`src/rtl/cdiv_pkg.sv`:
```
`timescale 1ns/1ps
// Package: shared sizes and the ratio table of the controller clock divider.
// Assumes codes are SEL_W bits wide and every ratio fits in RAT_W bits.
package cdiv_pkg;
    localparam int SEL_W     = 3;
    localparam int NUM_CODES = 1 << SEL_W;
    localparam int MAX_RATIO = 32;
    localparam int RAT_W     = $clog2(MAX_RATIO + 1);

    // Ratio for one code (non-linear table; codes are the software interface).
    function automatic logic [RAT_W-1:0] ratio_of(input int code);
        case (code)
            0:       return RAT_W'(1);
            1:       return RAT_W'(2);
            2:       return RAT_W'(4);
            3:       return RAT_W'(6);
            4:       return RAT_W'(8);
            5:       return RAT_W'(16);
            6:       return RAT_W'(24);
            default: return RAT_W'(32);
        endcase
    endfunction
endpackage

```
`src/rtl/cdiv_cfg_regs.sv`:
```
`timescale 1ns/1ps
// Configuration register with readback.
// Loads all fields on a write strobe. Resets to code 0, disabled, no bypass,
// divider held. Assumes a single writer.
module cdiv_cfg_regs
    import cdiv_pkg::*;
(
    input  logic             clk,
    input  logic             rst_n,
    input  logic             we,
    input  logic [SEL_W-1:0] wr_sel,
    input  logic             wr_en,
    input  logic             wr_byp,
    input  logic             wr_hold,
    output logic [SEL_W-1:0] sel_q,
    output logic             en_q,
    output logic             byp_q,
    output logic             hold_q
);
    // Store the programmed fields; hold defaults to 1 so the divider starts idle.
    always_ff @(posedge clk) begin
        if (!rst_n) begin
            sel_q  <= '0;
            en_q   <= 1'b0;
            byp_q  <= 1'b0;
            hold_q <= 1'b1;
        end else if (we) begin
            sel_q  <= wr_sel;
            en_q   <= wr_en;
            byp_q  <= wr_byp;
            hold_q <= wr_hold;
        end
    end

    assert_readback_R8: assert property (@(posedge clk) disable iff (!rst_n)
        we |=> (sel_q == $past(wr_sel)) && (en_q == $past(wr_en))
               && (byp_q == $past(wr_byp)) && (hold_q == $past(wr_hold)));
endmodule

```
`src/rtl/cdiv_ratio_dec.sv`:
```
`timescale 1ns/1ps
// Ratio decoder: maps an applied code to its ratio, the high-phase length and
// a unity flag. The table is built by a generate loop from the package function.
module cdiv_ratio_dec
    import cdiv_pkg::*;
(
    input  logic [SEL_W-1:0] code,
    output logic [RAT_W-1:0] ratio,
    output logic [RAT_W-1:0] hi_len,
    output logic             unity
);
    logic [RAT_W-1:0] table_q [NUM_CODES];

    for (genvar g = 0; g < NUM_CODES; g++) begin : g_tab
        assign table_q[g] = ratio_of(g);
    end

    // Look up the ratio and derive the half period (ratio 1 stays high).
    always_comb begin
        ratio  = table_q[code];
        unity  = (ratio == RAT_W'(1));
        hi_len = unity ? RAT_W'(1) : (ratio >> 1);
    end
endmodule

```
`src/rtl/cdiv_counter.sv`:
```
`timescale 1ns/1ps
// Divider counter.
// While held: clears the count and phase and captures the requested code.
// While running: counts 0..ratio-1 and drives the phase high for the first
// hi_len counts of each period. Assumes ratio and hi_len decode act_sel.
module cdiv_counter
    import cdiv_pkg::*;
(
    input  logic             clk,
    input  logic             rst_n,
    input  logic             hold,
    input  logic [SEL_W-1:0] sel_req,
    input  logic [RAT_W-1:0] ratio,
    input  logic [RAT_W-1:0] hi_len,
    input  logic             unity,
    output logic [SEL_W-1:0] act_sel,
    output logic             phase_q
);
    logic [RAT_W-1:0] cnt_q;
    logic             wrap;

    // Detect the last count of a period.
    always_comb wrap = (cnt_q == ratio - RAT_W'(1));

    // Advance the count, or clear it and capture a new code while held.
    always_ff @(posedge clk) begin
        if (!rst_n) begin
            act_sel <= '0;
            cnt_q   <= '0;
            phase_q <= 1'b0;
        end else if (hold) begin
            act_sel <= sel_req;
            cnt_q   <= '0;
            phase_q <= 1'b0;
        end else begin
            phase_q <= (cnt_q < hi_len);
            cnt_q   <= wrap ? '0 : cnt_q + RAT_W'(1);
        end
    end

    assert_hold_clears_R4: assert property (@(posedge clk) disable iff (!rst_n)
        hold |=> (cnt_q == '0) && !phase_q);
    assert_code_frozen_R5: assert property (@(posedge clk) disable iff (!rst_n)
        !hold |=> $stable(act_sel));
    assert_count_range_R1: assert property (@(posedge clk) disable iff (!rst_n)
        cnt_q < ratio);
    assert_rise_at_start_R2: assert property (@(posedge clk) disable iff (!rst_n)
        $rose(phase_q) |-> (cnt_q == RAT_W'(1)) || unity);
endmodule

```
`src/rtl/cdiv_out_mux.sv`:
```
`timescale 1ns/1ps
// Output stage.
// For ratio 1 it gates the input clock with the running phase; otherwise it
// passes the registered phase. Bypass selects the external pin clock instead,
// and the enable forces the result low. This is a simulation model, not a
// glitch-free clock multiplexer.
module cdiv_out_mux (
    input  logic clk,
    input  logic phase,
    input  logic unity,
    input  logic byp,
    input  logic en,
    input  logic ext_clk,
    output logic ctl_clk
);
    logic div_lvl;

    // Pick the divided level, then the source, then apply the enable.
    always_comb begin
        div_lvl = unity ? (phase & clk) : phase;
        ctl_clk = en & (byp ? ext_clk : div_lvl);
    end
endmodule

```
`src/rtl/cdiv_ctl_clkgen.sv`:
```
`timescale 1ns/1ps
// Top: encoded-ratio controller clock divider with configuration readback.
// Wires the config register, the counter, the ratio decoder and the output stage.
module cdiv_ctl_clkgen
    import cdiv_pkg::*;
(
    input  logic             clk,
    input  logic             rst_n,
    input  logic             cfg_we,
    input  logic [SEL_W-1:0] cfg_sel,
    input  logic             cfg_en,
    input  logic             cfg_byp,
    input  logic             cfg_hold,
    input  logic             ext_clk,
    output logic             ctl_clk,
    output logic [SEL_W-1:0] rb_sel,
    output logic             rb_en,
    output logic             rb_byp,
    output logic             rb_hold
);
    logic [SEL_W-1:0] act_sel;
    logic [RAT_W-1:0] ratio;
    logic [RAT_W-1:0] hi_len;
    logic             unity;
    logic             phase;

    cdiv_cfg_regs u_cfg (
        .clk(clk), .rst_n(rst_n), .we(cfg_we),
        .wr_sel(cfg_sel), .wr_en(cfg_en), .wr_byp(cfg_byp), .wr_hold(cfg_hold),
        .sel_q(rb_sel), .en_q(rb_en), .byp_q(rb_byp), .hold_q(rb_hold)
    );

    cdiv_ratio_dec u_dec (
        .code(act_sel), .ratio(ratio), .hi_len(hi_len), .unity(unity)
    );

    cdiv_counter u_cnt (
        .clk(clk), .rst_n(rst_n), .hold(rb_hold), .sel_req(rb_sel),
        .ratio(ratio), .hi_len(hi_len), .unity(unity),
        .act_sel(act_sel), .phase_q(phase)
    );

    cdiv_out_mux u_out (
        .clk(clk), .phase(phase), .unity(unity), .byp(rb_byp), .en(rb_en),
        .ext_clk(ext_clk), .ctl_clk(ctl_clk)
    );
endmodule

```
`config.mk`:
```
export PLATFORM = sky130hd
export DESIGN_NAME = cdiv_ctl_clkgen
export DESIGN_NICKNAME = d
export VERILOG_FILES = /design/src/rtl/cdiv_pkg.sv /design/src/rtl/cdiv_cfg_regs.sv /design/src/rtl/cdiv_ratio_dec.sv /design/src/rtl/cdiv_counter.sv /design/src/rtl/cdiv_out_mux.sv /design/src/rtl/cdiv_ctl_clkgen.sv
export SDC_FILE = /design/constraint.sdc
export NUM_CORES = 1
export LEC_CHECK = 0
export ABC_AREA = 1
export ABC_CLOCK_PERIOD_IN_PS = 2400
export BUFFER_PORTS_ARGS = -buffer_cell sky130_fd_sc_hd__buf_2
export CAP_MARGIN = 20
export CORE_UTILIZATION = 53
export DETAILED_ROUTE_END_ITERATION = 8
export PLACE_DENSITY_LB_ADDON = 0.3
export RECOVER_POWER = 50
export SYNTH_ARGS = -nofsm -noshare
export SYNTH_HDL_FRONTEND = slang
export SYNTH_SLANG_ARGS = --single-unit
```
`constraint.sdc`:
```
create_clock -name clk -period 2.4 [get_ports clk]
set_clock_uncertainty 0.15 [all_clocks]
set_input_delay 0.48 -clock clk [delete_from_list [all_inputs] [get_ports clk]]
set_output_delay 0.48 -clock clk [all_outputs]
set_load 0.05 [all_outputs]
```
==> results of run 1 <==
synthesized netlist by cell type:
cell type / instances
o31ai_1: 1
xor2_1: 4
dfxtp_1: 16
buf_2: 1
nand2_1: 24
nand4_1: 1
nand3b_1: 1
nand2_4: 4
nor2_1: 21
inv_1: 14
o21ai_2: 1
nor2_2: 1
o21ai_1: 1
a211oi_1: 1
o21ai_0: 11
xnor2_1: 3
a21oi_1: 6
nor3b_1: 1
ha_1: 9
a21o_1: 1
inv_2: 3
nand3_1: 7
cell type report:
class | count | area share, %
sequential | 16 | 26.1
clock buffer | 7 | 5.22
inverter | 17 | 5.61
tap | 25 | 2.46
multi-input combinational | 98 | 49.7
timing repair buffer | 24 | 10.9
sequential cells by signal (all words and copies together), names as in the netlist:
register / cells
u_cnt.cnt_q: 6
u_cnt.phase_q: 1
u_cfg.en_q: 1
u_cfg.byp_q: 1
u_cfg.hold_q: 1
u_cnt.act_sel: 3
u_cfg.sel_q: 3
power by group through the flow:
stage | clock network, mW | registers, mW | logic, mW
6_report | 0.254 | 0.291 | 0.205
5_1_grt | 0.266 | 0.293 | 0.227
4_1_cts | 0.242 | 0.290 | 0.188
3_3_place_gp | 0.00489 | 0.296 | 0.152
3_5_place_dp | 0.00489 | 0.297 | 0.156
2_1_floorplan | 0.00432 | 0.319 | 0.0993
per-stage QoR:
stage / TNS [ns] / hold WS [ns]
5_1_grt: -0.104 / 0.150
4_1_cts: -0.0323 / 0.141
3_5_place_dp: 0 / 0.342
6_report: -0.0717 / 0.143
2_1_floorplan: 0 / 0.291
3_3_place_gp: 0 / 0.330
timing repair:
action,4_1_cts,5_1_grt
pin swaps,4,2
setup buffers,6,3
setup endpoints to repair,1,1
resized for setup,20,4
gates cloned,0,0
worst max-delay path, delay by kind of cell:
kind                   cells  cell delay, ns
AO/OA/AOI/OAI              2            0.38
buffers and inverters      2            0.26
logic make-up (layout without fill, tap and decap cells):
logic type | after synthesis | after routing | share of synthesized area [%]
AOI/OAI and AO/OA | 22 | 22 | 12.6
xor gates and xnor gates | 7 | 7 | 6.38
adders and majority gates | 9 | 9 | 11.7
buffers and inverters | 18 | 48 | 7.16
DFF | 16 | 16 | 33.3
and+or+nand+nor | 60 | 60 | 28.8
worst max-delay path by stage:
stage | start | endpoint | slack (ns) | cells past startpoint
after floorplan | clk | ctl_clk | 0.09 | 2
after global placement | clk | ctl_clk | 0.04 | 3
after detailed placement | clk | ctl_clk | 0.04 | 3
after CTS | u_cnt.act_sel[1] | ctl_clk | -0.03 | 9
after global routing | clk | ctl_clk | -0.10 | 4
final | clk | ctl_clk | -0.07 | 4
layer usage:
| layer | GRT usage [%] | part of all wire (%) | routed length [microns] | vias to the layer above |
|---|---|---|---|---|
| li1 | - | - | - | 485 |
| met1 | 29.7 | 42 | 948 | 436 |
| met2 | 41.2 | 47 | 1060 | 41 |
| met3 | 11.0 | 6.3 | 141 | 13 |
| met4 | 21.2 | 4.2 | 93 | 0 |
| met5 | 0 | 0 | 0 | - |
==> summary.txt, run 1 <==
Synthesis
  • Share of the synthesized area in the top cell type: 33.3%
  • Area contributors post-synth: dfxtp_1, ha_1, nand2_1
  • Average footprint of a synthesized cell: 7.28 sq um
  • Portion of the post-synthesis area used by sequential elements: 33.3%
  • Gate Count Post-Synth: 132
  • Number of storage elements in the synthesis netlist: 16
  • Syn. warnings: 0
  • Top cell type by total area after synthesis: dfxtp_1
  • Netlist area before placement: 961 sq um
  • Netlist cell types: 22
  • Syn nets: 151

STA
  • Worst Setup Slack, final: -0.0717 ns
  • Final setup violation count: 1
  • Max-slew headroom at the worst pin: 61.1%
  • Setup repair after global routing missed its margin: yes
  • Hold violation count in the final report: 0
  • Slew @ Worst Pin: 0.586 ns
  • Number of pins with negative max-slew slack in the final report: 0

Setup path
  • Reg-to-reg slack, setup: 0.29 ns
  • Startpoint of the most critical register-to-register path: u_cnt.act_sel[1]
  • Type of element capturing the critical path: output pin
  • Endpoint of the worst-slack reg-to-reg timing path: u_cnt.cnt_q[3]
  • Setup crit start kind: clock port
  • Ordered list of cells on the worst path: buf_6, o31ai_4, a21oi_2, buf_6
  • Req. time, crit path: 1.77 ns
  • Crit path max-delay cell type: o31ai_4
  • Arrival time at the worst endpoint: 1.84 ns
  • Most frequent CP cell: buf_6
  • Cell count of the worst reg-to-reg path: 13
  • Crit Path Max Fanout: 2
  • Path type of the worst setup path: clk2out
  • Delay of the slowest critical-path stage: 0.28 ns

Run status
  • Run status: finished with violations
  • Violated checks: negative setup slack

Cells and area
  • Commonest non-fill, non-tap cells in the layout: nand2_1, nor2_1, inv_1, dfxtp_1, buf_2
  • Utilization after layout: 74.4%
  • Final antenna diode count: 0
  • Seq. cell area: 332 sq um
  • Cell Count, Final, Fillers Out: 187
  • Fraction of final layout cells with drive strength greater than 1: 29.6%
  • Area Overhead vs Synth: 32.3%
  • Number of filler cells placed in the layout: 123
  • Most common library cell in the layout ignoring fill and taps: nand2_1
  • Post-layout nets: 182
  • Post-route cell area: 1270 sq um
  • Total area of multi-input combinational cells: 632 sq um

Routing
  • Post-route ant nets: 0
  • DRC errors left: 0
  • Vias after detailed routing: 975
  • Post-Route WL: 2240 microns
  • Number of vias per cell: 5.21
  • Detailed-router iteration count before antenna repair: 4
  • Iteration-0 DRC count of the detailed router: 27
  • Routed length per placed instance: 12.0 microns

GRT
  • Via count of the first global-routing pass: 882
  • Initial antenna violation count: 0
  • First-pass GRT wire length: 3730 microns
  • Total gr overflow: 0
  • Overall global routing resource usage: 27.1%
  • Largest net degree at the start of global routing: 10

Pwr
  • Leakage power of the design: 0.611 nW
  • Clock network fraction of design power: 33.9%
  • Pwr Density: 590 nW/um^2
  • Switch Pwr: 0.244 mW
  • Relative contribution of combinational cells to total power: 27.4%
  • Internal cell power: 0.506 mW
  • IR Drop Worst-Case VDD: 0.516 mV
  • Sequential cell fraction of total power: 38.8%
  • Net Sw Frac: 32.6%
  • Overall power of the completed layout: 0.750 mW

Die
  • Number of placement rows: 15
  • Die boundary width: 44.6 microns
  • Number of I/O pins: 17
  • Vertical die dimension: 44.6 microns
  • Core Area: 1710 sq um
  • Starting Density: 56.3%
  • Die footprint: 1990 sq um

Place
  • Area of placed instances: 1070 sq um
  • Dpl hpwl: 1420 microns
  • Placement-stage worst setup slack: 0.0361 ns
  • Global placer's final weighted congestion: 0.853
  • # port buffers: 16
  • Instance count after placement with tap cells included: 172

Clock network
  • Clk_lat worst skew: 0.39 ns
  • CTS tree: yes
  • Number of buffers added to fix hold violations after cts: 0
  • Worst-path clk slew: 0.09 ns

Worst hold path
  • Type of the tightest min-delay check: in2reg
  • Hold path startpoint: cfg_hold
  • End of the worst hold path: u_cfg.hold_q
  • Number of instances on the worst hold path: 3

Flow run
  • Number of violations of the max-capacitance limit: 0
(Power assumes the default switching activity.)
==> run 2, diff against run 1 <==
--- a/config.mk
+++ b/config.mk
@@ -6,10 +6,11 @@
 export NUM_CORES = 1
 export LEC_CHECK = 0
 export ABC_AREA = 1
-export ABC_CLOCK_PERIOD_IN_PS = 2400
+export ABC_CLOCK_PERIOD_IN_PS = 2100
 export BUFFER_PORTS_ARGS = -buffer_cell sky130_fd_sc_hd__buf_2
 export CAP_MARGIN = 20
-export CORE_UTILIZATION = 53
+export CORE_MARGIN = 2
+export CORE_UTILIZATION = 48
 export DETAILED_ROUTE_END_ITERATION = 8
 export PLACE_DENSITY_LB_ADDON = 0.3
 export RECOVER_POWER = 50
==> constraint.sdc (replaced) <==
create_clock -name clk -period 2.1 [get_ports clk]
set_clock_uncertainty 0.15 [all_clocks]
set_input_delay 0.42 -clock clk [delete_from_list [all_inputs] [get_ports clk]]
set_output_delay 0.42 -clock clk [all_outputs]
set_load 0.05 [all_outputs]
==> summary.txt, run 2 (synthesis gave the netlist of run 1 again) <==
GRT
  • First-pass GRT wire length: 3970 microns
  • Via count of the first global-routing pass: 958
  • Largest net degree at the start of global routing: 10
  • Overall global routing resource usage: 22.1%
  • Initial antenna violation count: 0
  • Total gr overflow: 0

Routing
  • DRC errors left: 0
  • Iteration-0 DRC count of the detailed router: 19
  • Post-route ant nets: 0
  • Routed length per placed instance: 12.0 microns
  • Vias after detailed routing: 961
  • Post-Route WL: 2280 microns
  • Number of vias per cell: 5.06
  • Detailed-router iteration count before antenna repair: 4

Pwr
  • Clock network fraction of design power: 32.1%
  • Net Sw Frac: 33.2%
  • Relative contribution of combinational cells to total power: 29.1%
  • IR Drop Worst-Case VDD: 0.489 mV
  • Internal cell power: 0.570 mW
  • Switch Pwr: 0.284 mW
  • Pwr Density: 666 nW/um^2
  • Leakage power of the design: 0.621 nW
  • Overall power of the completed layout: 0.854 mW
  • Sequential cell fraction of total power: 38.8%

Setup path
  • Path type of the worst setup path: reg2out
  • Req. time, crit path: 1.53 ns
  • Most frequent CP cell: ha_4
  • Crit Path Max Fanout: 2
  • Ordered list of cells on the worst path: inv_2, ha_4, nand2_4, inv_4, ha_4, nand3_4, o31ai_4, a21oi_4, buf_6
  • Setup crit start kind: register
  • Crit path max-delay cell type: dfxtp_2
  • Type of element capturing the critical path: output pin
  • Arrival time at the worst endpoint: 1.74 ns
  • Delay of the slowest critical-path stage: 0.33 ns

STA
  • Max-slew headroom at the worst pin: 76.7%
  • Slew @ Worst Pin: 0.349 ns
  • Setup repair after global routing missed its margin: yes
  • Fmax: 433 MHz
  • Post-route minimum period: 2.31 ns
  • Worst Setup Slack, final: -0.212 ns
  • Final setup violation count: 1
  • Hold violation count in the final report: 0
  • Final clock period utilization by the worst path: 110%
  • Number of pins with negative max-slew slack in the final report: 0

Die
  • Die boundary width: 48.7 microns
  • Die footprint: 2380 sq um
  • Number of I/O pins: 17
  • Core Area: 1920 sq um
  • Vertical die dimension: 48.7 microns
  • Starting Density: 50.0%
  • Number of placement rows: 16

Place
  • Placement-stage worst setup slack: -0.0910 ns
  • Instance count after placement with tap cells included: 176
  • Dpl hpwl: 1510 microns
  • # port buffers: 16
  • Global placer's final weighted congestion: 0.851
  • Area of placed instances: 1100 sq um

Cells and area
  • Post-layout nets: 183
  • Biggest regs: u_cnt.cnt_q x6, u_cfg.sel_q x3, u_cnt.act_sel x3
  • Final antenna diode count: 0
  • Cell Count, Final, Fillers Out: 190
  • Number of flip-flops under the largest register name: 6
  • Area Overhead vs Synth: 33.5%
  • Most common library cell in the layout ignoring fill and taps: nand2_1
  • Reg with most FFs: u_cnt.cnt_q
  • Fraction of final layout cells with drive strength greater than 1: 31.3%
  • Post-route cell area: 1280 sq um
  • Commonest non-fill, non-tap cells in the layout: nand2_1, nor2_1, buf_2

Run status
  • Violated checks: negative setup slack
  • Run status: finished with violations

Flow run
  • Number of violations of the max-capacitance limit: 0

Clock network
  • CTS tree: yes
  • Clk_lat worst skew: 0.39 ns
  • Worst-path clk slew: 0.09 ns

Worst hold path
  • Type of the tightest min-delay check: in2reg
[run 2: path summary, 6_finish.rpt]
kind                            slack, ns  cells past startpoint        endpoint              from
worst max register to register       0.03                     13  u_cnt.cnt_q[2]  u_cnt.act_sel[0]
worst min-delay path                 0.08                      3    u_cfg.hold_q          cfg_hold
worst max-delay path                -0.21                      9         ctl_clk  u_cnt.act_sel[0]
worst min register to register       0.36                      1  u_cnt.cnt_q[0]    u_cnt.cnt_q[0]
[run 2: cell type report]
class                           instances  area (sq um)
Inverter                               17          66.3
Fill cell                             163           639
Sequential cell                        16           324
Clock buffer                            7          62.6
Tap cell                               27          33.8
Timing Repair Buffer                   25           149
Multi-Input combinational cell         98           647
[run 2: power by group through the flow]
stage	Combinational [mW]	Sequential, mW	Clock [mW]
finish	0.249	0.331	0.274
CTS	0.223	0.331	0.319
detailed placement	0.190	0.336	0.00717
global placement	0.185	0.336	0.00717
floorplan	0.115	0.365	0.00653
global route	0.276	0.334	0.308
[run 2: through the flow]
stage                     hold WS (ns)  utilization (%)  setup TNS [ns]
after floorplan                  0.291                -               0
after global placement           0.316             57.3         -0.0911
after detailed placement         0.337             57.3         -0.0910
after CTS                       0.0713             65.6          -0.295
after global routing            0.0859             66.7           -1.09
final                           0.0828             66.7          -0.212
[run 2: worst max-delay path: cells and delay by family, from the launching register on]
family | cells | cell delay (ns)
flops | 1 | 0.33
buf+inv | 3 | 0.30
compound gates | 2 | 0.30
simple gates | 2 | 0.15
fa+ha+maj | 2 | 0.27
[run 2: layer usage]
metal	wire (microns)	global-route usage, %	vias up
li1	-	-	486
met1	1020	24.1	444
met2	1150	37.7	25
met3	69	5.56	6
met4	43	14.3	0
met5	0	0	-
[run 2: repair_timing]
item / CTS / global route
endpoints found under the setup margin: 1 / 7
hold endpoints to repair: 0 / 0
gates cloned: 0 / 0
gates resized for setup: 15 / 2
pin swaps: 4 / 3
setup buffers: 5 / 3
hold buffers: 0 / 0
==> run 3, diff against run 2 <==
--- a/config.mk
+++ b/config.mk
@@ -12,7 +12,7 @@
 export CORE_MARGIN = 2
 export CORE_UTILIZATION = 48
 export DETAILED_ROUTE_END_ITERATION = 8
-export PLACE_DENSITY_LB_ADDON = 0.3
+export PLACE_DENSITY = 0.73
 export RECOVER_POWER = 50
 export SYNTH_ARGS = -nofsm -noshare
 export SYNTH_HDL_FRONTEND = slang
==> summary.txt, run 3 (synthesis gave the netlist of run 1 again) <==
Cells and area
  • Number of flip-flops under the largest register name: 6
  • Most common library cell in the layout ignoring fill and taps: nand2_1
  • Fraction of final layout cells with drive strength greater than 1: 30.6%
  • Biggest regs: u_cnt.cnt_q x6, u_cfg.sel_q x3, u_cnt.act_sel x3
  • Commonest non-fill, non-tap cells in the layout: nand2_1, nor2_1, buf_2
  • Reg with most FFs: u_cnt.cnt_q
  • Final antenna diode count: 0
  • Number of filler cells placed in the layout: 183
  • Area Overhead vs Synth: 32.0%
  • Cell Count, Final, Fillers Out: 187
  • Post-layout nets: 181

Clock network
  • Number of buffers added to fix hold violations after cts: 0
  • Worst-path clk slew: 0.09 ns
  • CTS tree: yes
  • Clk_lat worst skew: 0.39 ns

Setup path
  • Ordered list of cells on the worst path: clkbuf_4, clkbuf_4, o31ai_4, a21oi_4, buf_6
  • Reg-to-reg slack, setup: -0.02 ns
  • Delay of the slowest critical-path stage: 0.27 ns
  • Req. time, crit path: 1.53 ns
  • Crit path max-delay cell type: o31ai_4
  • Setup crit start kind: clock port
  • Family with the most delay on the worst path: buffers and inverters
  • Endpoint of the worst-slack reg-to-reg timing path: u_cnt.cnt_q[4]
  • Crit Path Max Fanout: 2
  • Startpoint of the most critical register-to-register path: u_cnt.act_sel[1]
  • Type of element capturing the critical path: output pin
  • Path type of the worst setup path: clk2out
  • Arrival time at the worst endpoint: 1.80 ns
  • Cell count of the worst reg-to-reg path: 14
  • Most frequent CP cell: clkbuf_4
  • Number of buffer and inverter stages on the critical path: 3

GRT
  • Total gr overflow: 0
  • Initial antenna violation count: 0
  • First-pass GRT wire length: 3620 microns
  • Via count of the first global-routing pass: 896
  • Largest net degree at the start of global routing: 10
  • Overall global routing resource usage: 19.6%

STA
  • Setup repair after global routing missed its margin: yes
  • Hold violation count in the final report: 0
  • Final setup violation count: 7
  • Worst Setup Slack, final: -0.272 ns
  • Number of pins with negative max-slew slack in the final report: 0
  • Max-slew headroom at the worst pin: 78.3%
  • Slew @ Worst Pin: 0.322 ns

Routing
  • Detailed-router iteration count before antenna repair: 4
  • DRC errors left: 0
  • Number of vias per cell: 4.96
  • Iteration-0 DRC count of the detailed router: 17
  • Routed length per placed instance: 11.4 microns
  • Vias after detailed routing: 928
  • Post-route ant nets: 0
  • Post-Route WL: 2130 microns

Worst hold path
  • End of the worst hold path: u_cfg.sel_q[2]
  • Hold path startpoint: cfg_sel[2]
  • Type of the tightest min-delay check: in2reg
  • Number of instances on the worst hold path: 3

Place
  • Global placer's final weighted congestion: 0.839
  • # port buffers: 16
  • Instance count after placement with tap cells included: 176
  • Placement-stage worst setup slack: -0.0918 ns
  • Dpl hpwl: 1480 microns

Die
  • Core Area: 1920 sq um
  • Die boundary width: 48.7 microns
  • Starting Density: 50.0%
  • Number of placement rows: 16
  • Die footprint: 2380 sq um
  • Number of I/O pins: 17
  • Vertical die dimension: 48.7 microns

Pwr
  • Relative contribution of combinational cells to total power: 29.6%
  • Leakage power of the design: 0.610 nW
  • Internal cell power: 0.552 mW
  • IR Drop Worst-Case VDD: 0.593 mV
  • Clock network fraction of design power: 30.6%
  • Switch Pwr: 0.282 mW
  • Net Sw Frac: 33.8%
  • Sequential cell fraction of total power: 39.8%
  • Pwr Density: 658 nW/um^2
  • Overall power of the completed layout: 0.834 mW

Run status
  • Run status: finished with violations
  • Violated checks: negative setup slack

Flow run
  • Number of violations of the max-capacitance limit: 0
run 3: cell count changes in the layout (fill, tap and decap cells not counted), sizes merged:
cell	delta
buf	-2
clkbuf	-1
run 3: metal layers:
metal | vias to the layer above | wire length (microns) | GRT usage (%)
li1 | 478 | - | -
met1 | 422 | 969 | 23.0
met2 | 24 | 1020 | 30.8
met3 | 4 | 97 | 6.17
met4 | 0 | 38 | 12.9
met5 | - | 0 | 0
run 3: per-stage QoR:
| step | area, sq um | utilization (%) | hold WS [ns] | TNS [ns] |
|---|---|---|---|---|
| after floorplan | 977 | - | 0.291 | 0 |
| after global placement | 1100 | 57.3 | 0.313 | -0.0913 |
| after detailed placement | 1100 | 57.3 | 0.324 | -0.0918 |
| after CTS | 1230 | 63.8 | 0.0783 | -0.302 |
| after global routing | 1270 | 66.0 | 0.0963 | -1.35 |
| final | 1270 | 66.0 | 0.0960 | -0.346 |
run 3: worst register-to-register path: cells and delay by family, from the launching register on:
kind | cells | cell delay [ns]
AO/OA/AOI/OAI | 1 | 0.24
adder cells (fa/ha/maj) | 2 | 0.35
buffers and inverters | 4 | 0.37
flip-flops | 1 | 0.33
AND/OR/NAND/NOR | 7 | 0.59
run 3: area by class of cell:
class / instances / area (sq um) / share of cell area, %
Tap cell: 27 / 33.8 / 2.66
Clock buffer: 7 / 56.3 / 4.44
Multi-Input combinational cell: 98 / 657 / 51.8
Inverter: 17 / 66.3 / 5.23
Timing Repair Buffer: 22 / 131 / 10.4
Sequential cell: 16 / 324 / 25.5
run 3: power by group through the flow:
stage / clock, mW / combinational (mW) / sequential (mW)
after floorplan: 0.00653 / 0.115 / 0.365
after global placement: 0.00717 / 0.184 / 0.336
after detailed placement: 0.00717 / 0.190 / 0.337
after CTS: 0.268 / 0.218 / 0.332
after global routing: 0.282 / 0.275 / 0.334
final: 0.255 / 0.247 / 0.332
run 3: worst max path at each step:
stage                           startpoint       to  slack, ns  cells past startpoint
after floorplan                        clk  ctl_clk       0.02                      2
after global placement                 clk  ctl_clk      -0.09                      3
after detailed placement               clk  ctl_clk      -0.09                      3
after CTS                 u_cnt.act_sel[1]  ctl_clk      -0.30                      9
after global routing      u_cnt.act_sel[0]  ctl_clk      -0.33                      9
final                                  clk  ctl_clk      -0.27                      5
run 3: repair_timing:
item | CTS | global route
buffers inserted | 3 | 2
gates resized for setup | 13 | 5
pin swaps | 4 | 8
setup endpoints to repair | 1 | 7
